--- config.mk ---
export PLATFORM = sky130hd
export DESIGN_NAME = ssx_engine
export DESIGN_NICKNAME = d
export VERILOG_FILES = /design/src/rtl/ssx_pkg.sv /design/src/rtl/ssx_slot.sv /design/src/rtl/ssx_seq.sv /design/src/rtl/ssx_datapath.sv /design/src/rtl/ssx_engine.sv
export SDC_FILE = /design/constraint.sdc
export NUM_CORES = 1
export LEC_CHECK = 0
export BUFFER_PORTS_ARGS = -buffer_cell sky130_fd_sc_hd__buf_4
export CORE_AREA = 2 2 54 61
export CTS_CLUSTER_DIAMETER = 100
export DETAILED_ROUTE_END_ITERATION = 12
export DIE_AREA = 0 0 56 63
export PLACE_DENSITY = 0.8
export SLEW_MARGIN = 20
export SYNTH_ARGS = -nofsm -noshare
export SYNTH_HDL_FRONTEND = slang
export SYNTH_SLANG_ARGS = --single-unit
--- constraint.sdc ---
create_clock -name clk -period 2.2 [get_ports clk]
set_input_delay 0.11 -clock clk [delete_from_list [all_inputs] [get_ports clk]]
set_output_delay 0.11 -clock clk [all_outputs]
set_load 0.005 [all_outputs]
--- src/rtl/ssx_pkg.sv ---
package ssx_pkg;
   typedef enum logic [1:0] {
      ST_IDLE    = 2'd0,
      ST_SHIFTED = 2'd1,
      ST_LATCHED = 2'd2
   } ssx_state_e;
endpackage

--- src/rtl/ssx_slot.sv ---
module ssx_slot #(
   parameter int DATA_W = 8
) (
   input  logic              clk,
   input  logic              rst,
   input  logic              wr_en,
   input  logic [DATA_W-1:0] wr_byte,
   input  logic              take,
   output logic              full,
   output logic [DATA_W-1:0] held
);
   always_ff @(posedge clk) begin
      if (rst) begin
         full <= 1'b0;
         held <= '0;
      end else if (take) begin
         full <= 1'b0;
      end else if (wr_en && !full) begin
         full <= 1'b1;
         held <= wr_byte;
      end
   end
endmodule

--- src/rtl/ssx_seq.sv ---
module ssx_seq
   import ssx_pkg::*;
#(
   parameter int DATA_W = 8
) (
   input  logic clk,
   input  logic rst,
   input  logic baud_tick,
   input  logic slot_full,
   output logic do_load,
   output logic do_shift,
   output logic do_latch,
   output logic byte_end,
   output logic clk_active
);
   localparam int CNT_W = (DATA_W > 2) ? $clog2(DATA_W) : 1;
   localparam logic [CNT_W-1:0] LAST_BIT = CNT_W'(DATA_W - 1);

   ssx_state_e       state;
   logic [CNT_W-1:0] bit_idx;
   logic             at_last;
   logic             wrap_tick;

   assign at_last   = (bit_idx == LAST_BIT);
   assign wrap_tick = baud_tick && (state == ST_LATCHED) && at_last;
   assign do_load   = baud_tick && slot_full &&
                      ((state == ST_IDLE) || ((state == ST_LATCHED) && at_last));
   assign do_shift  = baud_tick && (state == ST_LATCHED) && !at_last;
   assign do_latch  = baud_tick && (state == ST_SHIFTED);
   assign byte_end  = do_latch && at_last;

   always_ff @(posedge clk) begin
      if (rst) begin
         state      <= ST_IDLE;
         bit_idx    <= '0;
         clk_active <= 1'b0;
      end else if (do_load) begin
         state      <= ST_SHIFTED;
         bit_idx    <= '0;
         clk_active <= 1'b1;
      end else if (do_shift) begin
         state      <= ST_SHIFTED;
         bit_idx    <= bit_idx + 1'b1;
         clk_active <= 1'b1;
      end else if (do_latch) begin
         state      <= ST_LATCHED;
         clk_active <= 1'b0;
      end else if (wrap_tick) begin
         state      <= ST_IDLE;
      end
   end
endmodule

--- src/rtl/ssx_datapath.sv ---
module ssx_datapath #(
   parameter int DATA_W = 8
) (
   input  logic              clk,
   input  logic              rst,
   input  logic              do_load,
   input  logic              do_shift,
   input  logic              do_latch,
   input  logic              byte_end,
   input  logic [DATA_W-1:0] load_byte,
   input  logic              rxd,
   output logic              txd,
   output logic [DATA_W-1:0] rx_byte,
   output logic              rx_done
);
   logic [DATA_W-1:0] tx_sh;
   logic [DATA_W-1:0] rx_sh;
   logic [DATA_W-1:0] rx_next;

   assign rx_next = {rxd, rx_sh[DATA_W-1:1]};

   always_ff @(posedge clk) begin
      if (rst) begin
         tx_sh <= '0;
         txd   <= 1'b1;
      end else if (do_load) begin
         tx_sh <= load_byte;
         txd   <= load_byte[0];
      end else if (do_shift) begin
         tx_sh <= tx_sh >> 1;
         txd   <= tx_sh[1];
      end
   end

   always_ff @(posedge clk) begin
      if (rst) begin
         rx_sh   <= '0;
         rx_byte <= '0;
         rx_done <= 1'b0;
      end else begin
         rx_done <= byte_end;
         if (do_latch) rx_sh <= rx_next;
         if (byte_end) rx_byte <= rx_next;
      end
   end
endmodule

--- src/rtl/ssx_engine.sv ---
module ssx_engine #(
   parameter int   DATA_W    = 8,
   parameter logic SCLK_IDLE = 1'b1
) (
   input  logic              clk,
   input  logic              rst,
   input  logic              baud_tick,
   input  logic              wr_en,
   input  logic [DATA_W-1:0] wr_byte,
   output logic              slot_free,
   output logic              slot_taken,
   output logic              sclk,
   output logic              txd,
   input  logic              rxd,
   output logic [DATA_W-1:0] rx_byte,
   output logic              rx_done
);
   if (DATA_W < 2) begin : g_bad_width
      $error("ssx_engine: DATA_W must be at least 2");
   end

   logic              slot_full;
   logic [DATA_W-1:0] held;
   logic              do_load, do_shift, do_latch, byte_end, clk_active;

   ssx_slot #(.DATA_W(DATA_W)) u_slot (
      .clk(clk), .rst(rst), .wr_en(wr_en), .wr_byte(wr_byte),
      .take(do_load), .full(slot_full), .held(held)
   );

   ssx_seq #(.DATA_W(DATA_W)) u_seq (
      .clk(clk), .rst(rst), .baud_tick(baud_tick), .slot_full(slot_full),
      .do_load(do_load), .do_shift(do_shift), .do_latch(do_latch),
      .byte_end(byte_end), .clk_active(clk_active)
   );

   ssx_datapath #(.DATA_W(DATA_W)) u_dp (
      .clk(clk), .rst(rst), .do_load(do_load), .do_shift(do_shift),
      .do_latch(do_latch), .byte_end(byte_end), .load_byte(held),
      .rxd(rxd), .txd(txd), .rx_byte(rx_byte), .rx_done(rx_done)
   );

   always_ff @(posedge clk) begin
      if (rst) slot_taken <= 1'b0;
      else     slot_taken <= do_load;
   end

   assign slot_free = !slot_full;

   if (SCLK_IDLE) begin : g_idle_high
      assign sclk = !clk_active;
   end else begin : g_idle_low
      assign sclk = clk_active;
   end
endmodule

# ---- Word-level counts from Yosys, hierarchy flattened
# Index checks and enable logic that the tools add are counted.
dict set report word_totals {
  regBits 42
  latchBits 0
  mem_bits_rw 0
  romBits 0
  inputBits 13
  out_inout_bits 13
  wordCells 49
  n_memories 0
}
dict set report classes {
  addsub 1
  multipliers 0
  n_div 0
  n_lt_le_gt_ge 0
  eq_ne 3
  shift 0
  muxes 11
  bitwise 1
  n_reduce_logical 21
}
# op count
set op_table {}
lappend op_table {{$mux W8} 2}
lappend op_table {{$logic_and A1 B1 Y1} 9}
lappend op_table {{$mux W1} 7}
lappend op_table {{$mux W2} 2}
lappend op_table {{$reduce_bool A2 Y1} 2}
lappend op_table {{$reduce_bool A4 Y1} 1}
lappend op_table {{$add A3 B1 Y3 const B} 1}
lappend op_table {{$eq A3 B3 Y1 const B} 1}
lappend op_table {{$logic_not A1 Y1} 3}
lappend op_table {{$reduce_bool A3 Y1} 1}
lappend op_table {{$reduce_or A3 Y1} 1}
lappend op_table {{$eq A2 B1 Y1 const B} 1}
lappend op_table {{$eq A2 B2 Y1 const B} 1}
lappend op_table {{$logic_not A2 Y1} 1}
lappend op_table {{$reduce_and A2 Y1} 1}
lappend op_table {{$reduce_or A2 Y1} 1}
lappend op_table {{$logic_or A1 B1 Y1} 1}
lappend op_table {{$not A1 Y1} 1}

# ---- Depth between registers and ports, before layout
# Gate-level depths: netlist of run 1.
dict set report logic_depth {
  ltp_word 7
  ltp_mapped 7
  mapped_depth_nobuf 5
}

# ---- Cells and area by module
# A second synthesis of run 1 with hierarchy kept.
dict set report hier_totals {
  cells_unflattened 165
  area_unflattened_um2 1682.9
}
# module n_inst cells_each area_per_inst_um2 seq_area_each_um2
set by_module_without_submodules {}
lappend by_module_without_submodules {ssx_datapath 1 88 927.1 480.5}
lappend by_module_without_submodules {ssx_slot 1 38 397.9 180.2}
lappend by_module_without_submodules {ssx_seq 1 35 316.6 120.1}
lappend by_module_without_submodules {ssx_engine 1 4 41.3 20.0}

# ---- Least setup slack after synthesis of run 1
# OpenSTA, ideal clock, no wires.
dict set report synth_path {
  kind {reg-to-reg}
  startpoint {register u_seq.bit_idx[0]}
  endpoint {register u_dp.tx_sh[3]}
  setup_ns 0.086
  arrival_time_ns 1.403
  required_time_ns 2.114
  slack_ns 0.711
  stages_incl_launch_ff 8
  n_path_buf 2
  period_less_slack_ns 1.489
  cell_sequence {dfxtp_1 ha_1 ha_1 nand2b_1 buf_4 buf_6 mux2i_1 a221oi_2}
}
dict set report synth_via {
  elab_chain_cells 5
  word_cells_on_any_way 8
  cone_classes {eq/ne (1); mux (1); reduce/logical (6)}
}
# element line
set synth_rtl {}
lappend synth_rtl {{start, declared} ssx_seq.sv:20} ;# logic [CNT_W-1:0] bit_idx;
lappend synth_rtl {{start signal, assigned} ssx_seq.sv:43} ;# bit_idx <= bit_idx + 1'b1;
lappend synth_rtl {{$eq A3 B3 Y1 (*)} ssx_seq.sv:24} ;# assign at_last = (bit_idx == LAST_BIT);
lappend synth_rtl {{$logic_and A1 B1 Y1} ssx_seq.sv:27} ;# ((state == ST_IDLE) || ((state == ST_LATCHED) && at_last));
lappend synth_rtl {{$logic_or A1 B1 Y1} ssx_seq.sv:27}
lappend synth_rtl {{$logic_and A1 B1 Y1} ssx_seq.sv:26} ;# assign do_load = baud_tick && slot_full &&
lappend synth_rtl {{$mux W8 or $reduce_bool A2 Y1 (tied branches)} n/a}
lappend synth_rtl {{end signal, assigned} ssx_datapath.sv:27} ;# tx_sh <= load_byte;
lappend synth_rtl {{end signal, assigned} ssx_datapath.sv:30} ;# tx_sh <= tx_sh >> 1;
lappend synth_rtl {{end, declared} ssx_datapath.sv:16} ;# logic [DATA_W-1:0] tx_sh;
# Every way passes the cells marked *; elsewhere a longest branch is shown, timed or not.
# A chain may end at the register's enable or synchronous reset.

# ---- Final worst setup path of run 1
dict set report layout_path {
  startpoint {register u_seq.bit_idx[1]}
  endpoint {register u_dp.tx_sh[3]}
}
# Same word-level chain as after synthesis.

==> impl_metrics.py, run 1 <==
metrics = {
    "outcome": {
        "status": "completed",
    },
    "sta": {
        "hold_viol_final": 0,
        "tightest_slew_ns": 0.6351,
        "fmax_mhz": 560.2,
        "fin_crit_ns": 1.785,
        "min_period_over_period_pct": 81.15,
        "fin_tns_setup_ns": 0,
        "relSlewSlack_pct": 57.66,
        "worst_clock_skew_ns": 0.007607,
        "rsz0062_at_grt": "false",
        "setup_violations": 0,
        "slew_viol_final": 0,
        "timing.final.ws_setup_ns": 0.4148,
    },
    "worst_setup_path": {
        "end_kind": "flop",
        "reg2reg_from": "u_seq.bit_idx[1]",
        "crit_path_start_kind": "flop",
        "path_cells": "ha_1 -> ha_1 -> nand2b_1 -> mux2i_1 -> a221oi_2",
        "worstRegToRegCells": 5,
        "crit_family": "simple AND/OR/NAND/NOR gates",
        "reg2reg_to": "u_dp.tx_sh[3]",
        "cp.arrival_ns": 2.05,
        "crit_required_ns": 2.46,
        "crit_cells": 5,
        "worst-r2r-setup-slack_ns": 0.41,
        "path_max_fanout": 13,
        "cp_slowest_stage_delay_ns": 0.53,
        "path_common_cell": "ha_1",
        "crit_start": "u_seq.bit_idx[1]",
        "worst-setup-path-type": "flop to flop",
        "crit_path_end": "u_dp.tx_sh[3]",
        "slowest_stage": "nand2b_1",
        "path_buf_inv": 0,
    },
    "drt": {
        "antenna_left": 0,
        "finalWirelength_um": 3172,
        "dr.first_iter.drc_count": 27,
        "vias": 1261,
        "vias_per_cell": 5.412,
        "wl_per_cell_um": 13.61,
        "first_pass_iters": 4,
        "drc_errors": 0,
    },
    "power": {
        "p_sw_share_pct": 21.61,
        "seq_power_share_pct": 51.5,
        "p_clk_share_pct": 38.4,
        "ir_drop_v": 0.0006851,
        "power_frac_comb_pct": 10.1,
        "power_density_mw_per_mm2": 754.3,
        "switching_power_mw": 0.3237,
        "leakagePower_nw": 0.8828,
        "p_int_mw": 1.174,
    },
    "floorplan": {
        "num_rows": 21,
        "boundaryPins": 26,
        "die_w_um": 56,
        "die_area_mm2": 0.003528,
        "start_util_pct": 56.29,
        "core_area_mm2": 0.002943,
        "die_h_um": 63,
    },
    "cells_and_area": {
        "antenna-diode-count": 0,
        "drive_above_1_share_pct": 21.11,
        "fin_nets": 214,
        "multi_input_comb_area_um2": 755.7,
        "seq_area_um2": 800.8,
        "syn_to_final_growth_pct": 19.86,
        "fill_cells": 245,
    },
    "placed_design": {
        "routabilityCongestion": 0.7441,
        "post-dp-hpwl_um": 2192,
        "portBuffers": 25,
        "place_ws_ns": 0.4373,
    },
    "global_routing": {
        "grt_overflow": 0,
        "grt_pass1_vias": 1245,
        "grt_pass1_wl_um": 5485,
        "grt_max_degree": 41,
        "grt_usage_pct": 19.98,
        "antenna_found_initial": 0,
    },
    "synthesis": {
        "syn_area_mm2": 0.001657,
        "synthArstFlopShare_pct": 0,
        "syn-num-nets": 186,
        "seq_area_frac_synth_pct": 48.34,
        "avgSynthCellArea_um2": 9.688,
        "ys.warnings.count": 0,
        "synthDistinctLibCells": 28,
        "synth-seq-cells": 40,
        "synthCells": 171,
        "synth_edf_count": 0,
        "yosys_most_used_dff": "dfxtp_1",
    },
    "clocking": {
        "htreeDepth": 2,
        "cts_max_path_buffers": 2,
        "cts-resized-gates": 0,
        "cts_tree": "yes",
        "clkTransAtPathRegs_ns": 0.10,
        "root_buffer": "clkbuf_4",
        "numCtsBuffers": 5,
        "worstSkewPairLatency_ns": 0.35,
        "cts_setup_buffers": 0,
        "cts_sinks": 40,
    },
    "run": {
        "drv_cap": 0,
    },
    "worst_hold_path": {
        "min_path_type": "input port to flop",
    },
}
registers in the layout, summed over array words and instances, names as in the netlist:
register,count
u_dp.rx_byte,8
u_slot.held,8
u_dp.rx_sh,7
u_dp.tx_sh,7
u_seq.bit_idx,3
u_seq.state,2
slot_taken,1
u_dp.rx_done,1
u_dp.txd,1
u_seq.clk_active,1
u_slot.full,1
through the flow:
step	area [µm²]	cells	hold slack [ns]	total power, mW	utilization (%)
3_3_place_gp	1828	220	0.3453	0.9268	62.12
3_5_place_dp	1828	220	0.3494	0.9324	62.12
5_1_grt	1986	233	0.01561	1.560	67.47
2_1_floorplan	1657	171	0.2460	0.8905	-
6_report	1986	233	0.002649	1.498	67.47
4_1_cts	1986	233	0.0009652	1.511	67.47
power groups by stage:
stage	Clock, mW	Combinational (mW)	Sequential (mW)
after global placement	0	0.140	0.787
after floorplan	0	0.112	0.779
final	0.575	0.151	0.772
after CTS	0.586	0.153	0.772
after global routing	0.617	0.168	0.776
after detailed placement	0	0.144	0.788
how the worst min path moves through the flow:
| stage | start | endpoint | slack, ns | cells after the start |
|---|---|---|---|---|
| 2_1_floorplan | rxd | u_dp.rx_byte[7] | 0.25 | 2 |
| 3_3_place_gp | wr_byte[4] | u_slot.held[4] | 0.35 | 3 |
| 3_5_place_dp | wr_en | u_slot.full | 0.35 | 2 |
| 4_1_cts | wr_byte[2] | u_slot.held[2] | 0.001 | 3 |
| 5_1_grt | wr_byte[2] | u_slot.held[2] | 0.02 | 3 |
| 6_report | wr_byte[2] | u_slot.held[2] | 0.003 | 3 |
synthesized netlist by cell type (2+ instances only):
cell type	instances	area, µm²
a21oi_1	10	50.05
a221oi_2	6	90.09
a31oi_1	3	18.77
buf_2	5	25.02
buf_6	2	22.52
clkbuf_1	3	11.26
dfxtp_1	40	800.8
ha_1	2	25.02
inv_1	8	30.03
mux2i_1	23	230.2
nand2_1	21	78.83
nand2b_1	9	56.30
nand3_1	6	30.03
nor2_1	19	71.32
cells in the final DEF, fill, tap and decap left out, drive strengths merged:
cell	count
nand3	6
nand2	21
o211a	1
a32oi	1
nand3b	1
and2b	2
a31o	1
bufinv	2
ha	2
o21ai	1
inv	9
a21oi	10
nand2b	9
a221oi	6
a31oi	3
buf	26
nand4b	1
mux2i	23
nor2b	1
nand4	1
nor4	1
and4b	1
dlygate4sd3	6
nor2	19
clkbuf	5
dfxtp	40
per-layer routing:
layer | global-route usage [%] | vias up | routed length [µm]
li1 | - | 636 | -
met2 | 34.12 | 26 | 1675
met4 | 6.845 | 0 | 59
met5 | 0 | - | 0
met3 | 7.039 | 7 | 125
met1 | 22.99 | 592 | 1312
cell families after synthesis:
kind of cell,Yosys count,synth area share [%]
compound gates,23,12.24
fa+ha+maj,2,1.510
buf+inv,20,6.042
flops,40,48.34
mux,23,13.90
simple gates,63,17.98
tightest hold or removal path, stage by stage:
cell	delay, ns
buf_4	0.08
mux2i_1	0.06
nor2_1	0.07
cell type report:
type / count / share of cell area (%)
flip-flops and latches: 40 / 40.33
clock inverters: 2 / 3.025
multi-input cells: 111 / 38.06
inverters: 9 / 1.701
well taps: 34 / 2.142
clock buffers: 5 / 1.890
repair buffers: 32 / 12.85
repair_timing:
action,in CTS,in global routing
hold buffers,6,0
hold endpoints to repair,6,0
setup endpoints to repair,0,0
(Power assumes the default switching activity.)
==> run 2, diff against run 1 <==
Settings changed: CORE_AREA 2 2 54 61 to 2 2 56 63, DIE_AREA 0 0 56 63 to 0 0 58 65, PLACE_DENSITY 0.8 to 0.75.
Clock period 2.2 ns to 1.75 ns, I/O delays scaled along.
==> run 2 against run 1 <==
Cell count grew 3.4%. Sequential power grew 25%. Register-to-register slack lost 0.26 ns. Critical path type unchanged. Global-route usage shrank 0.81 points. Clock skew shrank 0.0014 ns. Hold slack gained 0.022 ns. Via count grew 1.1%. Critical endpoint is now u_dp.tx_sh[1]. Die area grew 6.9%. Non-clock buffer count grew 5. Combinational power grew 39%.
==> impl_metrics.py, run 2 (same netlist as run 1, synthesis figures left out) <==
metrics = {
    "clocking": {
        "cts_max_path_buffers": 2,
        "cts-resized-gates": 0,
        "cts_tree": "yes",
        "cts_setup_buffers": 0,
        "root_buffer": "clkbuf_4",
        "htreeDepth": 2,
        "worstSkewPairLatency_ns": 0.35,
        "cts_sinks": 40,
        "clkTransAtPathRegs_ns": 0.12,
        "numCtsBuffers": 5,
    },
    "cells_and_area": {
        "layout_common_cells": "40 x dfxtp_1, 27 x buf_4, 23 x mux2i_1",
        "multi_input_comb_area_um2": 755.7,
        "fin_nets": 219,
        "syn_to_final_growth_pct": 24.70,
        "fill_cells": 256,
        "layout.cells.non_filler": 241,
        "seq_area_um2": 800.8,
        "antenna-diode-count": 0,
        "reg_top3": "u_dp.rx_byte (8), u_slot.held (8)",
        "drive_above_1_share_pct": 21.46,
        "layout_commonest_cell": "dfxtp_1",
    },
    "drt": {
        "finalWirelength_um": 3203,
        "routedLengthMet1_um": 1302,
        "first_pass_iters": 4,
        "vias": 1275,
        "top_layer": "met4",
        "wl_met3_um": 86,
        "drc_errors": 0,
        "wl_per_cell_um": 13.29,
        "antenna_left": 0,
        "route.met2.wl_um": 1764,
        "vias_per_cell": 5.290,
        "dr.first_iter.drc_count": 26,
    },
    "sta": {
        "rsz0062_at_grt": "false",
        "worst_clock_skew_ns": 0.006163,
        "tightest_slew_ns": 0.8491,
        "min_period_over_period_pct": 91.15,
        "relSlewSlack_pct": 43.28,
        "fmax_mhz": 626.9,
        "slew_viol_final": 0,
        "fin_crit_ns": 1.595,
        "hold_viol_final": 0,
        "fin_tns_setup_ns": 0,
        "setup_violations": 0,
    },
    "placed_design": {
        "routabilityCongestion": 0.7246,
        "post-dp-hpwl_um": 2167,
        "portBuffers": 25,
        "dp.cells": 223,
    },
    "floorplan": {
        "die_h_um": 65,
        "die_area_mm2": 0.003770,
        "boundaryPins": 26,
        "num_rows": 22,
        "die_w_um": 58,
        "core_area_mm2": 0.003193,
        "start_util_pct": 51.88,
    },
    "power": {
        "power_density_mw_per_mm2": 998.3,
        "ir_drop_v": 0.0009735,
        "leakagePower_nw": 0.9180,
    },
    "global_routing": {
        "grt_pass1_vias": 1299,
        "grt_max_degree": 41,
        "grt_overflow": 0,
        "antenna_found_initial": 0,
        "grt_usage_pct": 19.17,
        "grt_pass1_wl_um": 5437,
    },
    "worst_setup_path": {
        "path_max_fanout": 10,
        "crit_required_ns": 1.97,
        "cp.arrival_ns": 1.82,
        "end_kind": "flop",
        "worst-setup-path-type": "flop to flop",
        "crit_path_start_kind": "flop",
    },
    "outcome": {
        "status": "completed",
    },
    "run": {
        "drv_cap": 0,
    },
    "worst_hold_path": {
        "min_path_type": "input port to flop",
    },
}
[run 2: power by group]
| group | total [mW] | switching [mW] | internal (mW) | leakage [nW] |
|---|---|---|---|---|
| sequential | 0.963 | 0.0194 | 0.944 | 0.325 |
| combinational | 0.210 | 0.107 | 0.102 | 0.527 |
| clock | 0.889 | 0.301 | 0.588 | 0.0654 |
| total | 2.06 | 0.427 | 1.63 | 0.918 |
[run 2: layer usage]
layer  vias to the layer above  global-route usage [%]
met2                        17                   35.37
met5                         -                       0
li1                        650                       -
met3                         5                   3.992
met4                         0                   10.17
met1                       603                   19.80
[run 2: area by class of cell]
cell class	count	share of cell area, %
flip-flops and latches	40	38.76
multi-input cells	111	36.58
clock buffers	5	1.817
inverters	9	1.635
clock inverters	3	4.361
repair buffers	37	14.66
well taps	36	2.180
[run 2: critical path, cell delays in order, from the launching register on]
cell	delay [ns]
dfxtp_1	0.39
ha_1	0.17
ha_1	0.19
and2b_1	0.25
o21ai_4	0.35
a221oi_2	0.12
[run 2: stage by stage]
stage	instance area (µm²)	total power [mW]	setup WS (ns)	util, %	hold slack (ns)
finish	2066	2.062	0.1549	64.69	0.02463
CTS	2066	2.083	0.1463	64.69	0.009287
floorplan	1657	1.120	0.2605	-	0.2235
detailed placement	1838	1.175	0.1834	57.56	0.3338
global placement	1838	1.168	0.2798	57.56	0.3227
global route	2066	2.137	0.06664	64.69	0.04712
[run 2: path summary, 6_finish.rpt]
path                            cells after the start  slack, ns              end        startpoint
worst max-delay path                                5       0.15    u_dp.tx_sh[1]  u_seq.bit_idx[0]
worst min-delay path                                3       0.02   u_seq.state[1]         baud_tick
worst max register to register                      5       0.15    u_dp.tx_sh[1]  u_seq.bit_idx[0]
worst min register to register                      2       0.46  u_dp.rx_byte[0]     u_dp.rx_sh[1]
[run 2: repair_timing]
item                                    in CTS  in global routing
hold buffers                                10                  0
endpoints found under the hold margin       11                  0
endpoints found under the setup margin       0                  0
==> run 3, diff against run 2 <==
Settings changed: CORE_AREA 2 2 56 63 to 2 2 61 58, DIE_AREA 0 0 58 65 to 0 0 63 60.
==> run 3 against run 2 <==
Global-route usage shrank 0.75 points. Total power shrank 12%. Largest power group unchanged. Sequential share of layout area grew 0.14 points. Critical endpoint is now u_dp.tx_sh[4]. Critical path type unchanged. Non-clock buffer count grew 1. Clock skew grew 0.0086 ns. Critical path depth is the same.
==> impl_metrics.py, run 3 (same netlist as run 1, synthesis figures left out) <==
metrics = {
    "drt": {
        "antenna_left": 0,
        "first_pass_iters": 4,
        "finalWirelength_um": 3192,
        "dr.first_iter.drc_count": 76,
        "vias_per_cell": 4.976,
        "drc_errors": 0,
        "wl_per_cell_um": 12.77,
        "vias": 1244,
    },
    "worst_hold_path": {
        "hold_depth": 3,
        "min_from": "baud_tick",
        "min_path_type": "input port to flop",
        "holdPathEnd": "u_seq.state[1]",
    },
    "cells_and_area": {
        "fin_nets": 220,
        "fill_cells": 267,
        "reg_top3": "u_dp.rx_byte (8), u_slot.held (8)",
        "layout_commonest_cell": "dfxtp_1",
        "fin_area_mm2": 0.002058,
        "layout_common_cells": "40 x dfxtp_1, 27 x buf_4, 23 x mux2i_1",
        "drive_above_1_share_pct": 21.84,
        "antenna-diode-count": 0,
        "layout.cells.non_filler": 250,
        "syn_to_final_growth_pct": 24.24,
        "fin_util_pct": 64.76,
    },
    "clocking": {
        "cts_sinks": 40,
        "worstSkewPairLatency_ns": 0.35,
        "root_buffer": "clkbuf_4",
        "htreeDepth": 2,
        "cts_tree": "yes",
        "cts_max_path_buffers": 2,
        "clkTransAtPathRegs_ns": 0.13,
        "numCtsBuffers": 5,
    },
    "global_routing": {
        "grt_max_degree": 41,
        "grt_overflow": 0,
        "grt_pass1_wl_um": 5285,
        "antenna_found_initial": 0,
        "grt_usage_pct": 18.42,
        "grt_pass1_vias": 1145,
    },
    "placed_design": {
        "post-dp-hpwl_um": 2146,
        "routabilityCongestion": 0.7679,
        "portBuffers": 25,
        "place_area_mm2": 0.001868,
        "dp.cells": 232,
        "place_ws_ns": 0.1740,
    },
    "sta": {
        "rsz0062_at_grt": "false",
        "relSlewSlack_pct": 63.73,
        "timing.final.ws_setup_ns": 0.1370,
        "setup_violations": 0,
        "hold_viol_final": 0,
        "fmax_mhz": 620.0,
        "min_period_over_period_pct": 92.17,
        "fin_tns_setup_ns": 0,
        "slew_viol_final": 0,
        "tightest_slew_ns": 0.5433,
        "worst_clock_skew_ns": 0.01477,
        "fin_crit_ns": 1.613,
    },
    "power": {
        "p_sw_share_pct": 23.70,
        "ir_drop_v": 0.0005624,
        "seq_power_share_pct": 53.2,
        "p_int_mw": 1.392,
        "p_clk_share_pct": 35.6,
        "power_density_mw_per_mm2": 886.4,
        "leakagePower_nw": 0.9123,
        "power_frac_comb_pct": 11.2,
        "switching_power_mw": 0.4323,
    },
    "worst_setup_path": {
        "crit_path_start_kind": "flop",
        "reg2reg_from": "u_seq.bit_idx[0]",
        "cp.arrival_ns": 1.87,
        "crit_family": "compound AO/OA/AOI/OAI gates",
        "path_common_cell": "ha_1",
        "path_buf_inv": 0,
        "end_kind": "flop",
        "worstRegToRegCells": 5,
        "worst-r2r-setup-slack_ns": 0.14,
        "path_max_fanout": 10,
        "slowest_stage": "dfxtp_1",
        "cp_slowest_stage_delay_ns": 0.36,
        "reg2reg_to": "u_dp.tx_sh[4]",
        "path_cells": "ha_1 -> ha_1 -> and2b_1 -> o21ai_4 -> a221oi_2",
        "crit_required_ns": 2.01,
        "worst-setup-path-type": "flop to flop",
    },
    "floorplan": {
        "die_w_um": 63,
        "die_area_mm2": 0.003780,
        "core_area_mm2": 0.003178,
        "num_rows": 20,
        "die_h_um": 60,
        "boundaryPins": 26,
        "start_util_pct": 52.13,
    },
    "outcome": {
        "status": "completed",
    },
    "run": {
        "drv_cap": 0,
    },
}
-- run 3: cell count changes in the layout (fill, tap and decap cells not counted), sizes merged --
cell    delta
clkbuf     +1
clkinv     +1
bufinv     -2
buf        +1
-- run 3: worst max path at each step --
stage,depth (start not counted),start,slack [ns],end
finish,5,u_seq.bit_idx[0],0.14,u_dp.tx_sh[4]
global route,5,u_seq.bit_idx[1],0.04,u_dp.tx_sh[4]
CTS,5,u_seq.bit_idx[0],0.14,u_dp.tx_sh[4]
detailed placement,5,u_seq.bit_idx[0],0.17,u_dp.tx_sh[4]
global placement,5,u_seq.bit_idx[0],0.27,u_dp.tx_sh[1]
floorplan,7,u_seq.bit_idx[0],0.26,u_dp.tx_sh[3]
-- run 3: repair_timing --
| item | 4_1_cts | 5_1_grt |
|---|---|---|
| hold buffers | 10 | 0 |
| gates resized for setup | 0 | 0 |
| endpoints found under the hold margin | 11 | 0 |
| buffers inserted | 0 | 0 |
-- run 3: final cells by class --
cell class / instances / area [µm²] / area share, %
inverter: 9 / 33.78 / 1.641
clock inverter: 2 / 38.79 / 1.885
multi-input combinational: 111 / 755.7 / 36.72
timing repair buffer: 38 / 322.8 / 15.68
clock buffer: 6 / 51.30 / 2.492
sequential: 40 / 800.8 / 38.91
tap: 44 / 55.05 / 2.675
-- run 3: power by group through the flow --
stage          clock (mW)  sequential [mW]  combinational (mW)
6_report            0.649            0.971               0.204
5_1_grt             0.701            0.978               0.224
4_1_cts             0.662            0.971               0.205
3_5_place_dp            0            0.991               0.187
3_3_place_gp            0            0.989               0.181
2_1_floorplan           0            0.979               0.140
-- run 3: stage by stage --
stage / hold slack, ns / power (mW)
after floorplan: 0.2235 / 1.120
after global placement: 0.3203 / 1.171
after detailed placement: 0.3330 / 1.178
after CTS: 0.02657 / 1.838
after global routing: 0.03549 / 1.904
final: 0.02634 / 1.824
-- run 3: tightest hold or removal path: cells and delay by family --
| family | cells | cell delay [ns] |
|---|---|---|
| buffers and inverters | 1 | 0.11 |
| multiplexers | 1 | 0.08 |
| AND/OR/NAND/NOR | 1 | 0.07 |
-- run 3: routing by layer --
layer	track usage (%)	vias up	wire length (µm)	share of wire, %
li1	-	650	-	-
met1	23.74	567	1571	49
met2	28.72	22	1453	46
met3	5.838	5	125	3.9
met4	7.937	0	41	1.3
met5	0	-	0	0
